===== config.mk =====
export PLATFORM = sky130hd
export DESIGN_NAME = wb_line_buffer
export DESIGN_NICKNAME = d
export VERILOG_FILES = /design/src/rtl/wbb_pkg.sv /design/src/rtl/wbb_line_store.sv /design/src/rtl/wbb_seq.sv /design/src/rtl/wb_line_buffer.sv
export SDC_FILE = /design/constraint.sdc
export NUM_CORES = 1
export LEC_CHECK = 0
export CAP_MARGIN = 20
export CORE_UTILIZATION = 57
export CTS_CLUSTER_DIAMETER = 30
export DETAILED_ROUTE_END_ITERATION = 12
export DONT_BUFFER_PORTS = 1
export GPL_TIMING_DRIVEN = 0
export PLACE_DENSITY = 0.75
export SLEW_MARGIN = 20
export SYNTH_ARGS = -nofsm -noshare
export SYNTH_HDL_FRONTEND = slang
export SYNTH_SLANG_ARGS = --single-unit

===== constraint.sdc =====
create_clock -name clk -period 4.7 [get_ports clk]
set_input_delay 0 -clock clk [delete_from_list [all_inputs] [get_ports clk]]
set_output_delay 0 -clock clk [all_outputs]
set_load 0.005 [all_outputs]

===== src/rtl/wbb_pkg.sv =====
package wbb_pkg;
  typedef enum logic [1:0] {
    WB_IDLE  = 2'd0,
    WB_HOLD  = 2'd1,
    WB_DRAIN = 2'd2
  } wb_state_e;
endpackage


===== src/rtl/wbb_line_store.sv =====
module wbb_line_store #(
  parameter int DATA_W = 32,
  parameter int WORDS  = 4,
  parameter int LINE_W = 28,
  localparam int OFS_W = $clog2(WORDS)
) (
  input  logic                    clk,
  input  logic                    wr_en,
  input  logic [WORDS*DATA_W-1:0] line_in,
  input  logic [LINE_W-1:0]       tag_in,
  input  logic [OFS_W-1:0]        rd_idx,
  output logic [DATA_W-1:0]       rd_word,
  output logic [LINE_W-1:0]       tag_q
);
  logic [DATA_W-1:0] mem [WORDS];

  for (genvar g = 0; g < WORDS; g++) begin : g_word
    always_ff @(posedge clk) begin
      if (wr_en) mem[g] <= line_in[g*DATA_W +: DATA_W];
    end
  end

  always_ff @(posedge clk) begin
    if (wr_en) tag_q <= tag_in;
  end

  assign rd_word = mem[rd_idx];
endmodule


===== src/rtl/wbb_seq.sv =====
module wbb_seq
  import wbb_pkg::*;
#(
  parameter int WORDS = 4,
  localparam int OFS_W = $clog2(WORDS)
) (
  input  logic             clk,
  input  logic             rst,
  input  logic             evict_valid,
  input  logic [OFS_W-1:0] start_ofs,
  input  logic             refill_done,
  input  logic             ack,
  output logic             busy,
  output logic             capture,
  output logic             load,
  output logic [OFS_W-1:0] idx,
  output logic             done
);
  wb_state_e        state;
  logic [OFS_W-1:0] ofs;
  logic [OFS_W-1:0] cnt;

  assign busy    = (state != WB_IDLE);
  assign capture = (state == WB_IDLE) && evict_valid;

  always_comb begin
    load = 1'b0;
    done = 1'b0;
    idx  = ofs;
    if (state == WB_HOLD && refill_done) begin
      load = 1'b1;
    end else if (state == WB_DRAIN && ack) begin
      if (cnt == OFS_W'(WORDS - 1)) begin
        done = 1'b1;
      end else begin
        load = 1'b1;
        idx  = ofs + 1'b1;
      end
    end
  end

  always_ff @(posedge clk) begin
    if (rst) begin
      state <= WB_IDLE;
      ofs   <= '0;
      cnt   <= '0;
    end else begin
      case (state)
        WB_IDLE: if (capture) begin
          state <= WB_HOLD;
          ofs   <= start_ofs;
          cnt   <= '0;
        end
        WB_HOLD: if (refill_done) state <= WB_DRAIN;
        WB_DRAIN: if (ack) begin
          if (done) begin
            state <= WB_IDLE;
          end else begin
            ofs <= ofs + 1'b1;
            cnt <= cnt + 1'b1;
          end
        end
        default: state <= WB_IDLE;
      endcase
    end
  end
endmodule


===== src/rtl/wb_line_buffer.sv =====
module wb_line_buffer #(
  parameter int DATA_W = 32,
  parameter int WORDS  = 4,
  parameter int ADDR_W = 32,
  localparam int OFS_W  = $clog2(WORDS),
  localparam int BYTE_W = $clog2(DATA_W / 8),
  localparam int LINE_W = ADDR_W - OFS_W - BYTE_W
) (
  input  logic                    clk,
  input  logic                    rst,
  input  logic                    evict_valid,
  output logic                    evict_ready,
  input  logic [LINE_W-1:0]       evict_line,
  input  logic [WORDS*DATA_W-1:0] evict_data,
  input  logic [OFS_W-1:0]        evict_ofs,
  input  logic                    refill_done,
  output logic                    busy,
  output logic                    mem_valid,
  output logic [ADDR_W-1:0]       mem_addr,
  output logic [DATA_W-1:0]       mem_data,
  input  logic                    mem_ack
);
  logic              capture, load, done;
  logic [OFS_W-1:0]  idx;
  logic [DATA_W-1:0] rd_word;
  logic [LINE_W-1:0] tag_q;

  wbb_seq #(.WORDS(WORDS)) u_seq (
    .clk        (clk),
    .rst        (rst),
    .evict_valid(evict_valid),
    .start_ofs  (evict_ofs),
    .refill_done(refill_done),
    .ack        (mem_ack),
    .busy       (busy),
    .capture    (capture),
    .load       (load),
    .idx        (idx),
    .done       (done)
  );

  wbb_line_store #(.DATA_W(DATA_W), .WORDS(WORDS), .LINE_W(LINE_W)) u_store (
    .clk    (clk),
    .wr_en  (capture),
    .line_in(evict_data),
    .tag_in (evict_line),
    .rd_idx (idx),
    .rd_word(rd_word),
    .tag_q  (tag_q)
  );

  assign evict_ready = !busy;

  always_ff @(posedge clk) begin
    if (rst) begin
      mem_valid <= 1'b0;
      mem_addr  <= '0;
      mem_data  <= '0;
    end else if (load) begin
      mem_valid <= 1'b1;
      mem_addr  <= {tag_q, idx, {BYTE_W{1'b0}}};
      mem_data  <= rd_word;
    end else if (done) begin
      mem_valid <= 1'b0;
    end
  end
endmodule


* Word-level counts from Yosys, hierarchy flattened *
Memories as Yosys holds them, arrays and structs flattened. A register that Yosys moved wholly into a read port is not among the register bits.
Cells that the tools add are included.

cells by class
  magnitude comparators = 0
  multipliers = 0
  multiplexer cells = 26
  reduce and logical (&&, ||, !) cells = 10
  add/subtract/negate cells = 2
  shift operators = 0
  div/mod/pow operators = 0
  equality and inequality tests = 8
  bitwise operators = 0

operators with widths
  kind                                                 count
  two-way mux 2 bit                                    13
  two-way mux 1 bit                                    10
  != test 2 bit, second input constant                 5
  one-hot mux 2 bit (2 select lines)                   2
  AND reduction 4 bit                                  2
  one-hot mux 2 bit (3 select lines)                   1
  nonzero test 2 bit                                   3
  adder 2 x 1 -> 2 bit, second input constant          2
  equality test 2 bit, second input constant           2
  logical AND 1 bit                                    3
  equality test 2 x 1 -> 1 bit, second input constant  1
  logical NOT 2 bit                                    1
  logical NOT 1 bit                                    1

storage, ports and cells
  bits in read-only memories = 0
  output and inout port bits = 67
  memory bits (writable) = 128
  input bits = 163
  latch bits = 0
  register bits = 65
  word-level logic and storage cells = 53
  memories kept = 1

memories
  memory       words  width  rd ports  clocked after memory_dff  wr ports  RTL line              source
  u_store.mem  4      32     1         1                         4         wbb_line_store.sv:15  logic [DATA_W-1:0] mem [WORDS];

* Logic depth before layout (Yosys ltp) *
  word-level depth = 7
  depth in mapped cells = 7
  gate-level depth less buffers = 5

* By module *
A second synthesis with hierarchy kept.

unflattened totals
  cells, all modules = 446
  area, all modules = 8,190.4 µm²

by module, submodules not included
  module          area each (µm²)  times used  cells each
  wbb_line_store  5,499.0          1           195
  wb_line_buffer  2,312.2          1           208
  wbb_seq         379.1            1           43

* Worst setup path before layout *
No wires, ideal clock.

  path kind = flip-flop to flip-flop
  start point = reg u_seq.state[0]
  end point = mem u_store.mem[0][0] (enable)
  path slack = -348 ps
  data required time = 4,166 ps
  buffers on the path = 1
  arrival time = 4,514 ps
  cell stages (with the launch flop) = 5
  clock period less this slack = 5,048 ps
  cells stage by stage = dfxtp_1 clkbuf_1 or2_2 inv_1 and2_1

RTL lines
  item                    RTL line              source
  start, declared         wbb_seq.sv:19         wb_state_e state;
  start signal, assigned  wbb_seq.sv:44         state <= WB_IDLE;
  start signal, assigned  wbb_seq.sv:50         state <= WB_HOLD;
  start signal, assigned  wbb_seq.sv:54         WB_HOLD: if (refill_done) state <= WB_DRAIN;
  end, declared           wbb_line_store.sv:15

* Final worst setup path *
  start point = reg u_seq.cnt[0]
  end point = reg mem_data[15], read port of u_store.mem

on the way
  cells in the longest elaborated chain, start to end = 4

RTL lines
  item                                                    RTL line              source
  start, declared                                         wbb_seq.sv:21         logic [OFS_W-1:0] cnt;
  start signal, assigned                                  wbb_seq.sv:60         cnt <= cnt + 1'b1;
  equality test 2 bit *                                   wbb_seq.sv:33         if (cnt == OFS_W'(WORDS - 1)) begin
  two-way mux 2 bit or two-way mux 1 bit (tied branches)  wbb_seq.sv:33
  two-way mux 2 bit or two-way mux 1 bit (tied branches)  wbb_seq.sv:32         end else if (state == WB_DRAIN && ack) begin
  two-way mux 2 bit or two-way mux 1 bit (tied branches)  wbb_seq.sv:30         if (state == WB_HOLD && refill_done) begin
  end, declared                                           wb_line_buffer.sv:20  output logic [DATA_W-1:0] mem_data,

Every way passes the cells marked *; elsewhere a longest branch is shown, timed or not.
A chain may end at the register's enable or synchronous reset.

==> reports/qor.txt <==
most common cell after layout, fill and taps aside -> dlygate4sd3_1
Sink Count -> 225
CP endpoint kind -> flip-flop
Die Footprint -> 16500 sq um
RSZ-0062 raised after global routing -> no
FF/Latch Area -> 6070 sq um
Starting Density -> 59.1%
Yosys cell types -> 35
# DRC -> 0
P_leak -> 0.00430 uW
most frequent cells in the layout -> 165 x dlygate4sd3_1, 156 x edfxtp_1, 69 x dfxtp_1, 63 x nand2_1, 48 x clkbuf_1
Max clock buf depth -> 3
critical path, cell by cell -> ha_1 -> nand3b_1 -> nor3b_2 -> clkbuf_1 -> a2111o_1 -> a32o_1
first-pass GRT wire length -> 42.8 mm
PortBufs -> 0
Synth-to-Final Area Change -> 38.3%
Die Span Y -> 128 um
Final Hold Fails -> 0
peak supply drop -> 0.387 mV
GRT Residual Overflow -> 0
Post-Synth Simple-Gate Area -> 10.7%
chip width -> 128 um
Min-Delay Path Class -> input pin to flip-flop
Syn. warnings -> 0
cell area after synthesis -> 9090 sq um
Post-synth EDFFs -> 156
initial antenna violation count -> 1
placement row count -> 45
maxcap violations -> 0
Core Area -> 15400 sq um
layout cell share with drive strength beyond 1 -> 10.8%
CTS tree -> yes
PwrDens -> 484 nW/um^2
DP HPWL -> 15.8 mm
sequential area share after synthesis -> 66.7%
Synth Flop Type -> edfxtp_1
fill cell count -> 783
Mapped Cells -> 680
Achievable Freq -> 397 MHz
CP Launch Type -> flip-flop
CP max stage cell -> clkbuf_1
CP max stage delay -> 0.53 ns
Final Max Tran Viols -> 0
final setup fails -> 0
Synth Register Bits -> 225
Avg Synthesized Cell Area -> 13.4 sq um
setup_tns -> 0 ns
mux cell area share after synthesis -> 3.76%
I/O Pins -> 230
skew final -> 0.0174 ns
Post-Synth Adder-Cell Area -> 0.138%
crit-path max FO -> 10
gr usage total -> 34.9%
CTS H-tree depth -> 2
Layout Cells excl Fill -> 1140
Worst-Margin Slew -> 0.743 ns
clock root buffer -> clkbuf_16
fin crit period -> 2.52 ns
Starting DRT DRC Count -> 940
pin count of the biggest net entering global routing -> 63
Inserted Clock Buffers -> 43
fin nets -> 1057
Crit Path Class -> flip-flop to flip-flop
worst path required time -> 5.16 ns
Antenna Violating Nets Remaining -> 0
via count -> 7529
buffer count from post-CTS setup fixing -> 0
largest family of logic cells by synthesized area -> compound AO/OA/AOI/OAI gates
Via density -> 6.60
drt total wl -> 28.9 mm
routability congestion estimate -> 0.864
Synth async-reset ratio -> 0%
footprint of the multi-input gates -> 2720 sq um
Final Cycle Share -> 53.6%
Synth Area in Compound Gates -> 15.1%
WL/cell -> 25.3 um
drt pass-1 iters -> 7
Clock transition at path regs -> 0.06 ns
run status -> complete, no violations
placed insts -> 894
vias in the first global route -> 7955
xor/xnor share of the synthesized area -> 0.0964%
post_cts resized -> 0
CP arrival -> 2.98 ns
Clock Latency Late Sink -> 0.53 ns
worst rel slew slack -> 50.5%
[final cells by class]
type | count | share of cell area, %
well taps | 211 | 2.10
clock buffers | 49 | 8.98
repair buffers | 167 | 13.6
plain buffers | 66 | 2.35
diodes | 1 | 0.0199
multi-input cells | 387 | 21.7
inverters | 3 | 0.0896
flip-flops and latches | 225 | 48.2
clock inverters | 31 | 2.98
[path summary, 6_finish.rpt]
check / startpoint / end / slack (ns) / depth (start not counted)
setup / recovery: u_seq.cnt[0]$_SDFFE_PP0P_ / mem_data[15]$_SDFFE_PP0P_ / 2.18 / 6
hold / removal: evict_valid / u_store.mem[0][12]$_DFFE_PP_ / 0.04 / 1
setup reg to reg: u_seq.cnt[0]$_SDFFE_PP0P_ / mem_data[15]$_SDFFE_PP0P_ / 2.18 / 6
hold reg to reg: mem_addr[24]$_SDFFE_PP0P_ / mem_addr[24]$_SDFFE_PP0P_ / 0.48 / 2
[stage by stage]
stage | total power [uW] | cell area [sq um] | util (%) | hold WS, ns | worst slack [ns]
after floorplan | 2640 | 9090 | - | 0.0989 | 1.38
after global placement | 2740 | 9360 | 60.9 | 0.0989 | 0.619
after detailed placement | 2770 | 9420 | 61.3 | 0.0989 | 2.31
after CTS | 6020 | 12600 | 81.8 | 0.0341 | 2.29
after global routing | 6220 | 12600 | 81.8 | 0.0584 | 2.08
final | 6080 | 12600 | 81.8 | 0.0389 | 2.18
[worst max-delay path: cells and delay by family (launching register included)]
kind / cells / cell delay [ns]
simple gates: 2 / 0.87
buf+inv: 1 / 0.53
compound gates: 2 / 0.47
flops: 1 / 0.33
fa+ha+maj: 1 / 0.24
[flip-flops by register name (all words and copies together), names as in the netlist]
| register | count |
|---|---|
| u_seq.ofs | 2 |
| u_store.mem | 128 |
| mem_data | 32 |
| u_seq.cnt | 2 |
| u_store.tag_q | 28 |
| u_seq.state | 2 |
| mem_addr | 30 |
| mem_valid | 1 |
[timing repair]
item,CTS,global route
hold buffers,165,0
hold endpoints to repair,168,0
endpoints found under the setup margin,0,0
[synth_stat cells, types with 2 or more instances]
cell	n	area, sq um
edfxtp_1	156	4680
dfxtp_1	69	1380
nand2_1	63	236
clkbuf_1	45	169
nor2_1	40	150
a21oi_1	34	170
nor2b_1	34	213
mux2i_1	33	330
nor4b_1	33	289
a2111o_1	32	360
a2111oi_0	32	280
a31oi_1	32	200
a32o_1	32	320
buf_2	11	55.1
buf_1	4	15.0
and2_1	3	18.8
buf_4	3	22.5
buf_6	3	33.8
inv_1	3	11.3
a211oi_1	2	15.0
nand3b_1	2	15.0
[report_power, final]
group          switching, uW  leakage, uW  total, uW  internal [uW]
Clock                   1110     0.000716       3200           2080
Sequential              75.8      0.00205       2350           2280
Combinational            306      0.00153        532            226
Total                   1490      0.00430       6080           4590
[kinds of logic after synthesis]
group / count (synthesis)
flops: 225
simple gates: 181
compound gates: 168
buf+inv: 69
mux: 34
fa+ha+maj: 1
other cells: 1
xor+xnor: 1
[metal layers]
layer | GRT usage [%] | part of all wire (%) | vias up
li1 | - | - | 3129
met1 | 38.8 | 33 | 3573
met2 | 60.4 | 51 | 666
met3 | 8.97 | 10 | 161
met4 | 20.3 | 5.4 | 0
met5 | 0 | 0 | -
No activity file was read; power rests on OpenSTA's default activity.
